[config.mk]
export PLATFORM = sky130hd
export DESIGN_NAME = trig_updown_counter
export DESIGN_NICKNAME = d
export VERILOG_FILES = /design/src/rtl/tcnt_pkg.sv /design/src/rtl/tcnt_sync.sv /design/src/rtl/tcnt_quad_dec.sv /design/src/rtl/tcnt_core.sv /design/src/rtl/trig_updown_counter.sv
export SDC_FILE = /design/constraint.sdc
export NUM_CORES = 1
export LEC_CHECK = 0
export BUFFER_PORTS_ARGS = -buffer_cell sky130_fd_sc_hd__buf_2
export CORE_MARGIN = 2
export CORE_UTILIZATION = 40
export CTS_BUF_LIST = sky130_fd_sc_hd__clkbuf_2 sky130_fd_sc_hd__clkbuf_4 sky130_fd_sc_hd__clkbuf_8
export CTS_CLUSTER_DIAMETER = 60
export DETAILED_ROUTE_END_ITERATION = 6
export HOLD_SLACK_MARGIN = 0.06
export PLACE_DENSITY = 0.67
export SLEW_MARGIN = 20
export SYNTH_ARGS = -nofsm -noshare
export SYNTH_HDL_FRONTEND = slang
export SYNTH_SLANG_ARGS = --single-unit
export TNS_END_PERCENT = 100
[constraint.sdc]
create_clock -name clk -period 2.9 [get_ports clk]
set_clock_uncertainty 0.1 [all_clocks]
set_input_delay 0.58 -clock clk [delete_from_list [all_inputs] [get_ports clk]]
set_output_delay 0.58 -clock clk [all_outputs]
set_load 0.02 [all_outputs]
[src/rtl/tcnt_pkg.sv]
package tcnt_pkg;
  localparam int MODE_W = 3;
  localparam int ADDR_W = 2;

  localparam logic [MODE_W-1:0] MODE_FREE  = 3'd0;
  localparam logic [MODE_W-1:0] MODE_ENC_A = 3'd1;
  localparam logic [MODE_W-1:0] MODE_ENC_B = 3'd2;
  localparam logic [MODE_W-1:0] MODE_QUAD  = 3'd3;
  localparam logic [MODE_W-1:0] MODE_GATED = 3'd5;
  localparam logic [MODE_W-1:0] MODE_EDGE  = 3'd6;

  localparam logic [ADDR_W-1:0] ADDR_MODE   = 2'd0;
  localparam logic [ADDR_W-1:0] ADDR_DIR    = 2'd1;
  localparam logic [ADDR_W-1:0] ADDR_TOP    = 2'd2;
  localparam logic [ADDR_W-1:0] ADDR_STATUS = 2'd3;

  localparam int STAT_INVALID_BIT = 3;

  function automatic logic is_clk_mode(input logic [MODE_W-1:0] m);
    return (m == MODE_FREE) || (m == MODE_GATED) || (m == MODE_EDGE);
  endfunction
endpackage

[src/rtl/tcnt_sync.sv]
module tcnt_sync #(
  parameter int STAGES = 2,
  parameter int WIDTH  = 3
) (
  input  logic             clk,
  input  logic             rst_n,
  input  logic [WIDTH-1:0] din,
  output logic [WIDTH-1:0] dout,
  output logic [WIDTH-1:0] dout_d
);
  // STAGES synchroniser flops plus one history flop for edge detection
  logic [STAGES:0][WIDTH-1:0] pipe;

  for (genvar s = 0; s <= STAGES; s++) begin : g_stage
    if (s == 0) begin : g_first
      always_ff @(posedge clk or negedge rst_n) begin
        if (!rst_n) pipe[s] <= '0;
        else        pipe[s] <= din;
      end
    end else begin : g_rest
      always_ff @(posedge clk or negedge rst_n) begin
        if (!rst_n) pipe[s] <= '0;
        else        pipe[s] <= pipe[s-1];
      end
    end
  end

  assign dout   = pipe[STAGES-1];
  assign dout_d = pipe[STAGES];
endmodule

[src/rtl/tcnt_quad_dec.sv]
module tcnt_quad_dec
  import tcnt_pkg::*;
(
  input  logic [MODE_W-1:0] mode,
  input  logic              a,
  input  logic              b,
  input  logic              a_d,
  input  logic              b_d,
  output logic              step,
  output logic              up
);
  logic a_edge, b_edge, a_dir_up, b_dir_up;

  assign a_edge   = a ^ a_d;
  assign b_edge   = b ^ b_d;
  assign a_dir_up = a ^ b;     // A moved and now differs from B: forward
  assign b_dir_up = ~(a ^ b);  // B moved and now equals A: forward

  always_comb begin
    step = 1'b0;
    up   = 1'b1;
    case (mode)
      MODE_ENC_A: begin step = a_edge; up = a_dir_up; end
      MODE_ENC_B: begin step = b_edge; up = b_dir_up; end
      MODE_QUAD: begin
        step = a_edge ^ b_edge;  // a double change carries no direction
        up   = a_edge ? a_dir_up : b_dir_up;
      end
      default: ;
    endcase
  end
endmodule

[src/rtl/tcnt_core.sv]
module tcnt_core #(
  parameter int CNT_W = 16
) (
  input  logic             clk,
  input  logic             rst_n,
  input  logic             step,
  input  logic             up,
  input  logic [CNT_W-1:0] top,
  output logic [CNT_W-1:0] count
);
  logic [CNT_W-1:0] nxt;

  always_comb begin
    if (up) nxt = (count >= top) ? '0 : count + CNT_W'(1);
    else    nxt = (count == '0) ? top : count - CNT_W'(1);
  end

  always_ff @(posedge clk or negedge rst_n) begin
    if (!rst_n)    count <= '0;
    else if (step) count <= nxt;
  end
endmodule

[src/rtl/trig_updown_counter.sv]
module trig_updown_counter
  import tcnt_pkg::*;
#(
  parameter int CNT_W       = 16,
  parameter int DATA_W      = 16,
  parameter int SYNC_STAGES = 2
) (
  input  logic              clk,
  input  logic              rst_n,
  input  logic              cfg_we,
  input  logic [1:0]        cfg_addr,
  input  logic [DATA_W-1:0] cfg_wdata,
  output logic [DATA_W-1:0] cfg_rdata,
  input  logic              trig_in,
  input  logic              enc_a,
  input  logic              enc_b,
  output logic [CNT_W-1:0]  count
);
  localparam int N_IN = 3;  // trigger, encoder A, encoder B

  logic [MODE_W-1:0] mode_q;
  logic              dir_q;
  logic [CNT_W-1:0]  top_q;
  logic              armed;
  logic [N_IN-1:0]   raw_in, sync_q, sync_d;
  logic              trig_s, trig_rise, mode_wr;
  logic              enc_step, enc_up, step, up;

  assign raw_in = {enc_b, enc_a, trig_in};

  tcnt_sync #(.STAGES(SYNC_STAGES), .WIDTH(N_IN)) u_sync (
    .clk(clk), .rst_n(rst_n), .din(raw_in), .dout(sync_q), .dout_d(sync_d)
  );

  assign trig_s    = sync_q[0];
  assign trig_rise = sync_q[0] & ~sync_d[0];
  assign mode_wr   = cfg_we && (cfg_addr == ADDR_MODE);

  always_ff @(posedge clk or negedge rst_n) begin
    if (!rst_n) begin
      mode_q <= MODE_FREE;
      dir_q  <= 1'b0;
      top_q  <= '1;
    end else if (cfg_we) begin
      case (cfg_addr)
        ADDR_MODE: mode_q <= cfg_wdata[MODE_W-1:0];
        ADDR_DIR:  dir_q  <= cfg_wdata[0];
        ADDR_TOP:  top_q  <= cfg_wdata[CNT_W-1:0];
        default: ;
      endcase
    end
  end

  // arm latch for edge-started mode; a mode write always disarms
  always_ff @(posedge clk or negedge rst_n) begin
    if (!rst_n)                                 armed <= 1'b0;
    else if (mode_wr)                           armed <= 1'b0;
    else if (mode_q == MODE_EDGE && trig_rise)  armed <= 1'b1;
  end

  tcnt_quad_dec u_dec (
    .mode(mode_q), .a(sync_q[1]), .b(sync_q[2]),
    .a_d(sync_d[1]), .b_d(sync_d[2]), .step(enc_step), .up(enc_up)
  );

  always_comb begin
    up = ~dir_q;
    case (mode_q)
      MODE_FREE:  step = 1'b1;
      MODE_GATED: step = trig_s;
      MODE_EDGE:  step = armed;
      MODE_ENC_A, MODE_ENC_B, MODE_QUAD: begin
        step = enc_step;
        up   = enc_up;
      end
      default:    step = 1'b0;
    endcase
  end

  tcnt_core #(.CNT_W(CNT_W)) u_core (
    .clk(clk), .rst_n(rst_n), .step(step), .up(up), .top(top_q), .count(count)
  );

  always_comb begin
    cfg_rdata = '0;
    case (cfg_addr)
      ADDR_MODE: cfg_rdata[MODE_W-1:0] = mode_q;
      ADDR_DIR:  cfg_rdata[0]          = dir_q;
      ADDR_TOP:  cfg_rdata[CNT_W-1:0]  = top_q;
      default: begin
        if (is_clk_mode(mode_q)) cfg_rdata[MODE_W-1:0]      = mode_q;
        else                     cfg_rdata[STAT_INVALID_BIT] = 1'b1;
      end
    endcase
  end
endmodule

[Word level (Yosys, flattened, before mapping)]
Index checks and enable logic that the tools add are counted.
Storage, ports and cells
  bits in registers: 46
  bits in latches: 0
  memory bits (writable): 0
  memory bits (read-only): 0
  output and inout port bits: 32
  logic and storage cells: 55
  memories: 0
Operators by class
  $add $sub $neg: 2
  $mul: 0
  divide/modulo/power cells: 0
  magnitude comparators: 1
  equality and inequality tests: 7
  shifts and indexed selects: 0
  muxes and demuxes: 16
  bitwise logic cells: 8
  reduce and logical (&&, ||, !) cells: 13
Operator list (number)
  $mux W16: 3
  $add A16 B1 Y16 const B: 1
  $ge A16 B16 Y1: 1
  $logic_not A16 Y1: 1
  $sub A16 B1 Y16 const B: 1
  $mux W12: 1
  $pmux W1 S3: 3
  $eq A3 B2 Y1 const B: 2
  $eq A3 B3 Y1 const B: 2
  $pmux W2 S3: 1
  $reduce_and A2 Y1: 3
  $mux W1: 5
  $pmux W1 S4: 1
  $xor A1 B1 Y1: 4
  $eq A3 B1 Y1 const B: 1
  $logic_not A3 Y1: 1
  $mux W3: 1
  $not A1 Y1: 3
  $reduce_or A3 Y1: 1
  $eq A2 B1 Y1 const B: 1
  $eq A2 B2 Y1 const B: 1
  $logic_and A1 B1 Y1: 2
  $logic_not A2 Y1: 1
  $logic_or A1 B1 Y1: 2
  4 further kinds: 4

[Longest topological paths before layout]
Gate-level depths: netlist (run 1).
  depth in word-level cells: 6
  gate-level depth with buffers: 9
  gate-level depth less buffers: 8

[Modules after synthesis]
Synthesis (run 1) repeated with hierarchy kept, for this count alone.
Second synthesis, totals
  cells, all modules: 367
  area total of the unflattened synthesis: 3428.3 um2
Modules (own cells, without submodules)
  tcnt_core: instances 1, cells each 249, area each 1925.6 um2
  trig_updown_counter: instances 1, cells each 91, area each 1137.3 um2
  tcnt_sync: instances 1, cells each 15, area each 270.3 um2
  tcnt_quad_dec: instances 1, cells each 12, area each 95.1 um2

[Worst setup path after synthesis (run 1)]
Ideal clock, no wire load.
  kind: register to register
  start: register u_core.count[0]
  end: register u_core.count[9]
  arrival time: 2678 ps
  setup slack: 35 ps
  cell stages (with the launch flop): 10
  path buffers: 1
  cells stage by stage: dfrtp_1 -> inv_1 -> ha_1 -> nand2b_1 -> a2111oi_2 -> o32ai_2 -> or4b_1 -> clkbuf_1 -> or3_1 -> o211ai_1
Between the ends
  longest elaborated chain between the ends: 3
Ends and longest elaborated chain
  start, declared: line tcnt_core.sv:9  | output logic [CNT_W-1:0] count
  start signal, assigned: line tcnt_core.sv:20  | else if (step) count <= nxt;
  $sub A16 B1 Y16 (tied with other cells): line tcnt_core.sv:15  | else nxt = (count == '0) ? top : count - CNT_W'(1);
  $mux W16 (on tied branches): line tcnt_core.sv:15, tcnt_core.sv:14
  $mux W16 (*): line tcnt_core.sv:14  | if (up) nxt = (count >= top) ? '0 : count + CNT_W'(1);
Every way passes the cells marked *; elsewhere a longest branch is shown, timed or not.
A chain may end at the register's enable or synchronous reset.

[Worst setup path in the final report (run 1)]
  start: register top_q[11]
  end: register u_core.count[3]
Between the ends
  longest elaborated chain between the ends: 3
Ends and longest elaborated chain
  start, declared: line trig_updown_counter.sv:23  | logic [CNT_W-1:0] top_q;
  start signal, assigned: line trig_updown_counter.sv:48  | ADDR_TOP: top_q <= cfg_wdata[CNT_W-1:0];
  $ge A16 B16 Y1: line tcnt_core.sv:14
  $mux W16 (2 in series): line tcnt_core.sv:14
Every way passes these cells.

==> out/results.txt, run 1 <==
The flow ran to the end, and the final reports show no timing, DRC or antenna violations. Summed over all layers, the global routing overflow is 0. In the final layout, the share of cells above drive strength 1 is 35.0%. Pin count of the biggest net entering global routing: 42. Per report_power, the sequential group accounts for 26.9% of the total. The floorplan step defined a die boundary enclosing 0.00903 mm2. The routed wirelength normalized by instance count was 16.2 um; the final weighted congestion in routability-driven placement was 0.863. STA puts the critical path data required time at 2990 ps. The area share of the largest cell type after synthesis is 22.7%. The run gives 358 as the post-synthesis cell count. Sorting the synthesized cells by area gives the leading types as dfrtp_1 (23%), dfstp_2 (13%), ha_1 (7.2%). The number of global-route vias before repair came out at 2,846. The final non-filler cell total is 542, and the clock transition at the register clock pins on the worst setup and hold paths after CTS is 100 ps.

The width of the chip is 95.0 um. The core region is 0.00813 mm2. In the final layout, the multi-input gates occupy 0.00199 mm2. The tools report the total wire length after detailed routing as 8.76 mm. After synthesis, flip-flops and latches occupy 35.3% of the total area.

The number of buffers inserted by port buffering works out to 55. The first routing iteration left 175 violations. Setup violations remaining at the end of the flow were counted as 0.

The largest total area in the synthesized netlist belongs to dfrtp_1. After layout, the design draws a total of 3.71 mW. At the later pin of the worst-skew pair, clock insertion delay measures 310 ps. The worst max-slew margin expressed relative to the limit is 35.9%. The flip-flop cell with the highest count after synthesis is dfrtp_1.

The logs give 13.6% for the clock share of power and 3,005 for the total number of vias. The number of levels in the clock H-tree came out at 2. The maximum fanout encountered on the critical timing path is 10, and the number of hold buffers added after CTS is 0. The run gives 19.9% as the aggregate global-route resource usage. The kind of cell adding the most delay to the critical path is simple AND/OR/NAND/NOR gates.

The share of the core filled with cells in the final layout is 50.1%. Traced cell by cell, the critical path runs through inv_1, ha_4, nand4_1, or4_4, o32ai_4, nor3b_2, buf_6, and2_4, a311o_1. The count of nets left with antenna violations once routing finished came out at 0. For this design the ratio of total power to cell area is 911 mW/mm2. From bottom edge to top edge, the die measures 95.0 um.

Switching power total: 1.64 mW. The internal power was 2.07 mW. A synthesized cell averages 9.26 um2. The initial antenna violation count was 0; the switching power share of the total was 44.3%. The first global-routing pass estimated 14.1 mm of wire. The path class of the tightest hold or removal check is register to register. The total clock buffers created by CTS is 5.

The tools report the element type at the critical path end as a register. Relative to the synthesized area, the layout overhead comes to 22.9%. The run gives 2 as the number of buffers on the longest clock path. Max-cap violations in this run came to 0. Once the floorplan was initialized, standard cells occupied 40.7% of the core. The run gives 401 as the number of nets in the synthesized netlist. The DRC violations left is 0.

Counting flops with an async set or reset pin after synthesis yields a share of 100%. The HPWL after detailed placement is 6.43 mm. The worst-case IR drop observed on VDD is 0.324 mV. Yosys mapped a number of flops with a built-in enable equal to 0. Together, buffers and inverters on the worst path number 2. Across the whole layout, storage elements account for 0.00117 mm2. The smallest clock period supported by the final layout is computed as 2820 ps.

56 I/O pins were placed. The count of pins over their slew limit was 0; the number of distinct library cell variants in the gate-level netlist after synthesis was 64. The layout has 759 filler cells.

The combined area of all synthesized cells came out at 0.00331 mm2. The analysis attributes to cell leakage a power of 1.90 nW. The transition time at the pin with the least slew margin came out at 961 ps. In the final design database the tool counted 479 nets. The library cell contributing the largest single delay on the critical path is or4_4.

The number of antenna diodes in the final layout is 0. The total clock sinks is 46. The library cell used as clock root buffer is clkbuf_8. The data arrival time at the worst-slack endpoint was 2920 ps. TritonCTS built the clock tree. The total of flip-flops plus latches after synthesis is 46, and the part of the power in combinational logic is 59.5%. Timing would allow up to 0.354 GHz. After layout, the worst path uses 97.3% of the clock period. Via density per instance: 5.54.

During synthesis, Yosys emitted a total of 0 warnings. The type of element launching the critical path is a register. The critical path is of the register to register type. The number of placed instances, taps included, is 533. The number of rows created at floorplan is 33. The first-pass iteration count of the detailed router was 5. The largest single stage delay on the critical path is 550 ps. For the final hold violation count, the log shows 0.
-- logic make-up after synthesis --
group | share of synthesized area (%)
compound gates | 18.2
simple gates | 20.7
mux | 8.00
fa+ha+maj | 7.17
flops | 35.3
xor+xnor | 3.96
buf+inv | 6.57
-- synthesized netlist by cell type (4+ instances only) --
cell type	n
mux2_2	18
and2_1	14
xor2_1	7
xnor2_1	8
mux2i_1	4
inv_1	29
nand4_1	4
a211oi_1	8
nand3_1	10
dfstp_2	16
nand2_1	23
or3_1	7
ha_1	19
a211o_1	4
a21o_1	8
dfrtp_1	30
nor3_1	11
clkbuf_1	13
a21oi_1	12
o211ai_1	8
o21ai_0	13
nor2_1	26
-- state kept, by name, summed over array words and instances, names as in the netlist --
register	flops
u_sync.pipe	3
armed	1
dir_q	1
top_q	16
u_sync.dout	3
u_sync.dout_d	3
mode_q	3
u_core.count	16
-- cell usage in the layout, fill, tap and decap left out, types with 4 or more instances in the layout --
master / count
mux2i_1: 4
buf_2: 55
and2_1: 13
o21ai_0: 13
a211oi_1: 8
a21oi_1: 12
nor2_1: 26
a211o_1: 4
o211ai_1: 8
xnor2_1: 8
clkbuf_8: 5
dfstp_2: 16
or3_1: 7
a21o_1: 8
mux2_2: 18
nand3_1: 10
nand4_1: 4
nor3_1: 11
inv_1: 29
dfrtp_1: 30
buf_4: 36
xor2_1: 7
nand2_1: 23
ha_1: 17
-- what timing repair did --
action,CTS,global route
setup buffers,1,0
pin swaps,4,3
gates resized for setup,4,4
endpoints found under the setup margin,4,9
cloned,0,0
-- cell type report --
cell class                      instances  area share [%]
Multi-Input combinational cell        262            48.9
Sequential cell                        46            28.7
Timing Repair Buffer                   92            13.7
Tap cell                              105            3.22
Inverter                               29            2.67
Clock buffer                            6            1.87
Clock inverter                          2           0.921
-- power groups by stage --
stage	Sequential [mW]	Clock, mW	Combinational, mW
floorplan	1.12	0	1.29
global placement	0.997	0	2.05
detailed placement	1.00	0	2.09
CTS	0.989	0.519	2.14
global route	1.02	0.536	2.43
finish	0.997	0.505	2.21
-- per-stage QoR --
stage | setup WS, ps | hold slack, ps | instance area [um2] | TNS (ps)
floorplan | 35.0 | 184 | 3310 | 0
global placement | 37.7 | 233 | 3890 | 0
detailed placement | -37.7 | 236 | 3890 | -46.9
CTS | 6.84 | 257 | 4030 | 0
global route | -3.04 | 263 | 4070 | -3.04
finish | 76.9 | 255 | 4070 | 0
-- worst paths after layout --
kind | start | end | slack, ps | depth (start not counted)
worst max-delay path | top_q[11] | u_core.count[3] | 80 | 9
worst min-delay path | u_sync.pipe[0] | u_sync.dout[0] | 260 | 0
worst max register to register | top_q[11] | u_core.count[3] | 80 | 9
worst min register to register | u_sync.pipe[0] | u_sync.dout[0] | 260 | 0
max in group asynchronous | rst_n | top_q[2] | 1660 | 2
min in group asynchronous | rst_n | u_core.count[13] | 320 | 1
-- routing by layer --
| layer | part of all wire (%) | GRT usage, % |
|---|---|---|
| met1 | 46 | 28.2 |
| met2 | 48 | 31.9 |
| met3 | 4.6 | 2.45 |
| met4 | 1.8 | 6.16 |
| met5 | 0 | 0 |
Power figures use the tool's default switching activity.
==> run 2: changes to the inputs <==
--- a/config.mk
+++ b/config.mk
@@ -11,6 +11,7 @@
 export CTS_BUF_LIST = sky130_fd_sc_hd__clkbuf_2 sky130_fd_sc_hd__clkbuf_4 sky130_fd_sc_hd__clkbuf_8
 export CTS_CLUSTER_DIAMETER = 60
 export DETAILED_ROUTE_END_ITERATION = 6
+export GPL_TIMING_DRIVEN = 0
 export HOLD_SLACK_MARGIN = 0.06
 export PLACE_DENSITY = 0.67
 export SLEW_MARGIN = 20
==> constraint.sdc (replaced) <==
create_clock -name clk -period 3.06 [get_ports clk]
set_clock_uncertainty 0.1 [all_clocks]
set_input_delay 0.612 -clock clk [delete_from_list [all_inputs] [get_ports clk]]
set_output_delay 0.612 -clock clk [all_outputs]
set_load 0.02 [all_outputs]
==> run 2 against run 1 <==
  * Wire length fell by 2.3%
  * Flip-flop and latch count unchanged
  * Critical path depth decreased by 1
  * Critical path type unchanged
==> out/results.txt, run 2 (synthesized netlist as in run 1, its figures left out) <==
In this run the worst hold path is classified as primary input to asynchronous set/reset pin. The library cells used most frequently in the layout, excluding fill and tap cells, are buf_2 (54), dfrtp_1 (30), inv_1 (29), nor2_1 (26), nand2_1 (23). The effective utilization at floorplan was 40.7% (unchanged). The tools report the final-stage net count as 462 (-3.5%).

The library cell contributing the largest single delay on the critical path was or4_4. The run gives 217 ps (-38.4 ps) as the worst hold slack. The maximum fanout encountered on the critical timing path was 3 (-7). For the detailed placement HPWL, the log shows 6.27 mm (-2.6%).

Global routing usage on met1: 27.0% (-1.2 points). The cell area after placement was 0.00371 mm2 (-4.6%); the width of the chip was 95.0 um (unchanged). The tools report the type of element launching the critical path as a register.

The tools report the final weighted congestion in routability-driven placement as 0.895 (+3.7%). The worst setup timing slack at the placement stage was -43.3 ps (-5.53 ps). The run gives 0.00903 mm2 (unchanged) as the die area. The worst max-slew margin expressed relative to the limit is 52.9% (+17 points).

The maximum vdd drop was 0.316 mV (-2.3%). The floorplan die height was 95.0 um (unchanged). Library cell used as clock root buffer: clkbuf_8. The tools report the number of buffers on the longest clock path as 2 (unchanged).

The global routing stage identified its most utilized layer as met2. The tools report the count of pins over their slew limit as 0 (unchanged). The run gives 0 (unchanged) as the initial antenna violation count. The largest registers in the layout are top_q: 16 flops, u_core.count: 16 flops. The number of levels in the clock H-tree is 2 (unchanged). The time the worst path needs with I/O delays and setup is 2960 ps (+141 ps), and the count of endpoints failing setup in the final report is 0 (unchanged). The cell count after placement came out at 516 (-3.2%). The layout cell share with drive strength beyond 1 was 28.3% (-6.7 points); the first-pass iteration count of the detailed router was 5 (unchanged).

The transition time at the pin with the least slew margin works out to 701 ps (-260 ps). The total power after layout was 3.27 mW (-12%); the initial DRC count was 172 (-1.7%). The share of the core filled with cells in the final layout is 47.4% (-2.7 points). The total clock sinks was 46 (unchanged). The most critical setup path has its startpoint at top_q[11].

For the later-pin clock latency in the skew report, the log shows 300 ps (about the same). For the data arrival time at the worst-slack endpoint, the log shows 3050 ps (+130 ps). The run gives 13.8 mm (-2.1%) as the first-pass GRT wire length.

The flow ran to the end, and the final reports show no timing, DRC or antenna violations. The met2 usage is 32.4% (+0.53 points), and the number of hold buffers added after CTS is 0 (unchanged). The critical path goes through inv_1, ha_1, nand4_1, or4_4, o32ai_4, nor2_1, a32o_1, a311o_1. The number of buffers inserted by port buffering came out at 53 (-3.6%). The number of global-route vias before repair is 2,795 (-1.8%). For the setup TNS, the log shows 0 ps (unchanged).

The tools report the final hold violation count as 0 (unchanged). The via density per instance came out at 5.62 (+1.5%). The growth of design area from synthesis to finish works out to 16.3%. The routing usage on met3 was 2.45% (unchanged).

The worst register-to-register path begins at top_q[11]. For the DRC violations left, the log shows 0 (unchanged). TritonCTS built the clock tree.

For the total clock buffers created by CTS, the log shows 5 (unchanged). The logs give 0 (unchanged) for the max-cap violation count and 0 (unchanged) for the final antenna diode count. The total congestion overflow is 0 (unchanged), and the period utilization is 96.9% (-0.49 points). The routed wirelength normalized by instance count was 16.3 um (+0.82%).

The filler cell count was 765 (+0.79%); the clock transition at the register clock pins on the worst setup and hold paths after CTS was 90 ps (about the same). The slack of the critical path was 96.3 ps (+19.3 ps); the total wire length after detailed routing was 8.55 mm (-2.3%). Fmax: 0.337 GHz (-4.7%). The run gives 19.8% (-0.12 points) as the aggregate global-route resource usage.

The areal power density over the cells came out at 849 mW/mm2 (-6.8%). The type of the worst setup path was register to register. The peak per-stage delay on the critical path is 560 ps (about the same).

The logs give 2,953 (-1.7%) for the total number of vias and 0.00813 mm2 (unchanged) for the core outline area. Required time of the worst setup path: 3150 ps (+160 ps). The final non-filler cell area came out at 0.00385 mm2 (-5.4%).

The count of antenna-violating nets left after detailed routing was 0 (unchanged). The worst setup path is captured at a register. The pin count of the biggest net entering global routing was 47 (+12%). The tools report the count of pins on the block boundary as 56 (unchanged).

The most frequent standard cell in the layout excluding fill and tap cells is buf_2. Final non-filler cell total: 525 (-3.1%). The leakage power was 1.76 nW (-7.1%); the number of rows created at floorplan was 33 (unchanged).
-- run 2: final timing paths --
path | to | slack (ps) | cells after the start
setup / recovery | u_core.count[3] | 100 | 8
setup reg to reg | u_core.count[3] | 100 | 8
hold reg to reg | u_sync.dout[2] | 250 | 0
max in group asynchronous | u_core.count[8] | 2240 | 1
min in group clk | u_sync.dout[2] | 250 | 0
hold / removal | mode_q[1] | 220 | 1
-- run 2: power breakdown --
part / switching [mW] / internal, mW / total [mW]
Clock: 0.226 / 0.171 / 0.397
Combinational: 1.10 / 0.780 / 1.88
Sequential: 0.203 / 0.792 / 0.995
Total: 1.53 / 1.74 / 3.27
-- run 2: layer usage --
layer	wire length [um]	share of wire, %
met1	3810	45
met2	4030	47
met3	528	6.2
met4	184	2.2
met5	0	0
-- run 2: cell type report --
type	instances	area, um2	area share, %
tap	105	131	3.41
clock inverter	2	13.8	0.357
inverter	29	109	2.82
sequential	46	1170	30.4
multi-input combinational	262	1960	50.9
timing repair buffer	55	283	7.34
clock buffer	6	76.3	1.98
buffer	20	108	2.79
-- run 2: timing repair --
| action | in CTS | in global routing |
|---|---|---|
| resized for setup | 1 | 5 |
| setup endpoints to repair | 5 | 15 |
| pin swaps | 0 | 4 |
| setup buffers | 0 | 2 |
-- run 2: worst max-delay path, delay by kind of cell (launching register included) --
kind,cells,cell delay [ps]
AO/OA/AOI/OAI,3,970
buffers and inverters,1,60
adder cells (fa/ha/maj),1,310
AND/OR/NAND/NOR,3,860
flip-flops,1,550
==> run 3: changes to the inputs <==
==> constraint.sdc (replaced) <==
create_clock -name clk -period 3.55 [get_ports clk]
set_clock_uncertainty 0.1 [all_clocks]
set_input_delay 0.71 -clock clk [delete_from_list [all_inputs] [get_ports clk]]
set_output_delay 0.71 -clock clk [all_outputs]
set_load 0.02 [all_outputs]
==> run 3 against run 2 <==
  * Clock power shrank 14%
  * Die area is the same
  * Via count shrank 1.5%
  * Critical path depth grew 1
  * Register-to-register slack gained 290 ps
  * Fmax shrank 6.3%
  * Sequential share of layout area grew 0.41 points
  * Wire length shrank 0.34%
==> out/results.txt, run 3 (synthesized netlist as in run 1, its figures left out) <==
The max-cap violation count came out at 0 (unchanged). On the critical path, the stage with the largest delay is an instance of or4_1. Final hold violation count: 0 (unchanged). For the aggregate global-route resource usage, the log shows 19.7% (-0.067 points). The detailed placement HPWL is 6.27 mm (unchanged), and the switching power share of the total is 46.9% (+0.15 points). Setup repair after global routing left no endpoint under its margin. The final non-filler cell total was 524 (-0.19%). For the leakage power, the log shows 1.75 nW (-0.89%). The final-stage net count was 461 (-0.22%); the total power after layout was 2.74 mW (-16%). The run gives 0 (-1) as the total of cells resized after clock tree synthesis. The flow ran to the end, and the final reports show no timing, DRC or antenna violations.

The run gives 0.895 (unchanged) as the final weighted congestion in routability-driven placement. The clock share of power was 12.4% (+0.3 points). The switching power total is 1.29 mW (-16%). The number of global-route vias before repair was 2,786 (-0.32%); the via density per instance was 5.55 (-1.3%).

The run gives 516 (unchanged) as the cell count after placement. The tools report the sequential power share as 31.2% (+0.8 points). The largest registers in the layout are top_q: 16 flops, u_core.count: 16 flops. Part of the power in combinational logic: 56.3% (-1.2 points). The total number of vias was 2,910 (-1.5%); the number of buffers on the longest clock path was 2 (unchanged). For the final non-filler cell area, the log shows 0.00380 mm2 (-1.3%). The worst register-to-register path ends at u_core.count[12]. Element type at the critical path end: a register.

The worst hold slack is 254 ps (+37.4 ps). The logs give 447 ps (+490 ps) for the worst setup timing slack at the placement stage and 390 ps (+290 ps) for the internal reg-to-reg setup slack. The final antenna diode count is 0 (unchanged).

The startpoint identified for the worst register-to-register timing path is top_q[15]. The width of the chip is 95.0 um (unchanged). Clock transition at the register clock pins on the worst setup and hold paths after CTS: 90 ps (about the same). The critical path goes through inv_1, ha_1, nand4_1, or4_1, o32ai_2, or4b_1, clkbuf_1, nor4_1, or3_1. The logs give 0.00903 mm2 (unchanged) for the die area and 150 (-13%) for the initial DRC count. The peak per-stage delay on the critical path was 630 ps (+70 ps); the internal power was 1.46 mW (-16%). The required time of the worst setup path was 3630 ps (+480 ps).

The first-pass iteration count of the detailed router was 4 (-1). The time the worst path needs with I/O delays and setup is 3160 ps (+201 ps). The tools report the DRC violations left as 0 (unchanged). The library cells used most frequently in the layout, excluding fill and tap cells, are buf_2 (55), dfrtp_1 (30), inv_1 (29), nor2_1 (26), nand2_1 (23). The initial antenna violation count came out at 0 (unchanged). The maximum fanout encountered on the critical timing path is 8 (+5). The areal power density over the cells was 721 mW/mm2 (-15%). The effective utilization at floorplan is 40.7% (unchanged). The tools report the buffer count from post-CTS setup fixing as 0 (unchanged). The critical path in this run is classified as register to register.

The count of pins over their slew limit was 0 (unchanged); the total congestion overflow was 0 (unchanged). The run gives 47 (unchanged) as the pin count of the biggest net entering global routing. The instance count along the most critical hold path was 0.

Leaving out fill and tap cells, the most frequent cell in the layout is buf_2. The run gives 0.00813 mm2 (unchanged) as the core outline area. The number of levels in the clock H-tree is 2 (unchanged). The logs give 5 (unchanged) for the total clock buffers created by CTS and 0 ps (unchanged) for the setup TNS. The layout cell share with drive strength beyond 1 was 27.4% (-0.89 points).

The tools report the number of hold buffers added after CTS as 0 (unchanged). The later-pin clock latency in the skew report was 300 ps (about the same). The number of buffers inserted by port buffering is 53 (unchanged).

For the fmax, the log shows 0.316 GHz (-6.3%). TritonCTS built the clock tree. The logs give 46 (unchanged) for the total clock sinks and 56 (unchanged) for the count of pins on the block boundary. The transition time at the pin with the least slew margin was 708 ps (+6.43 ps). The share of the core filled with cells in the final layout is 46.8% (-0.63 points), and the count of endpoints failing setup in the final report is 0 (unchanged). For the maximum vdd drop, the log shows 0.271 mV (-14%).

The hold path startpoint is u_sync.pipe[2]. STA classifies the critical path startpoint as a register. CTS placed an instance of clkbuf_8 at the clock tree root. The worst reg-to-reg path cell count is 9 (+1), and the cell area after placement is 0.00371 mm2 (unchanged). For the number of rows created at floorplan, the log shows 33 (unchanged).

In this run the worst hold path is classified as register to register. The data arrival time at the worst-slack endpoint was 3250 ps (+200 ps); the growth of design area from synthesis to finish was 14.8%. The tools report the first-pass GRT wire length as 13.8 mm (-0.25%). The count of antenna-violating nets left after detailed routing was 0 (unchanged); the total wire length after detailed routing was 8.53 mm (-0.34%). The worst max-slew margin expressed relative to the limit was 52.4% (-0.43 points).

The period utilization is 89.1% (-7.7 points). For hold timing, the worst endpoint is u_sync.dout[2]. The slack of the critical path was 386 ps (+289 ps).

The routed wirelength normalized by instance count is 16.3 um (-0.15%), and the floorplan die height is 95.0 um (unchanged).
[run 3: layout make-up]
cell class                      count  area [um2]
Fill cell                         766        4330
Clock inverter                      2        13.8
Clock buffer                        6        76.3
Inverter                           29         109
Buffer                             21         109
Tap cell                          105         131
Timing Repair Buffer               53         268
Multi-Input combinational cell    262        1930
Sequential cell                    46        1170
[run 3: critical path: cells and delay by family (launching register included)]
kind                       cells  cell delay [ps]
adders and majority gates      1              300
AOI/OAI and AO/OA              1              310
and+or+nand+nor                5             1420
DFF                            1              540
buffers and inverters          2              390
[run 3: power by group through the flow]
stage / Combinational [mW] / Sequential, mW / Clock [mW]
final: 1.55 / 0.857 / 0.341
after global routing: 1.71 / 0.885 / 0.374
after CTS: 1.53 / 0.857 / 0.353
after detailed placement: 1.52 / 0.868 / 0
after global placement: 1.49 / 0.862 / 0
after floorplan: 1.05 / 0.918 / 0
[run 3: worst max-delay path by stage]
| stage | from | cells past startpoint | endpoint | slack [ps] |
|---|---|---|---|---|
| after floorplan | u_core.count[0] | 9 | u_core.count[9] | 680 |
| after global placement | top_q[15] | 9 | u_core.count[12] | 430 |
| after detailed placement | top_q[15] | 9 | u_core.count[12] | 450 |
| after CTS | top_q[15] | 9 | u_core.count[12] | 410 |
| after global routing | top_q[13] | 9 | u_core.count[12] | 260 |
| final | top_q[15] | 9 | u_core.count[12] | 390 |
[run 3: routing by layer]
layer / vias to the layer above / track usage (%) / wire [um]
met5: - / 0 / 0
met4: 0 / 7.25 / 206
met3: 14 / 2.45 / 473
met2: 93 / 32.1 / 3960
met1: 1392 / 27.0 / 3890
li1: 1411 / - / -
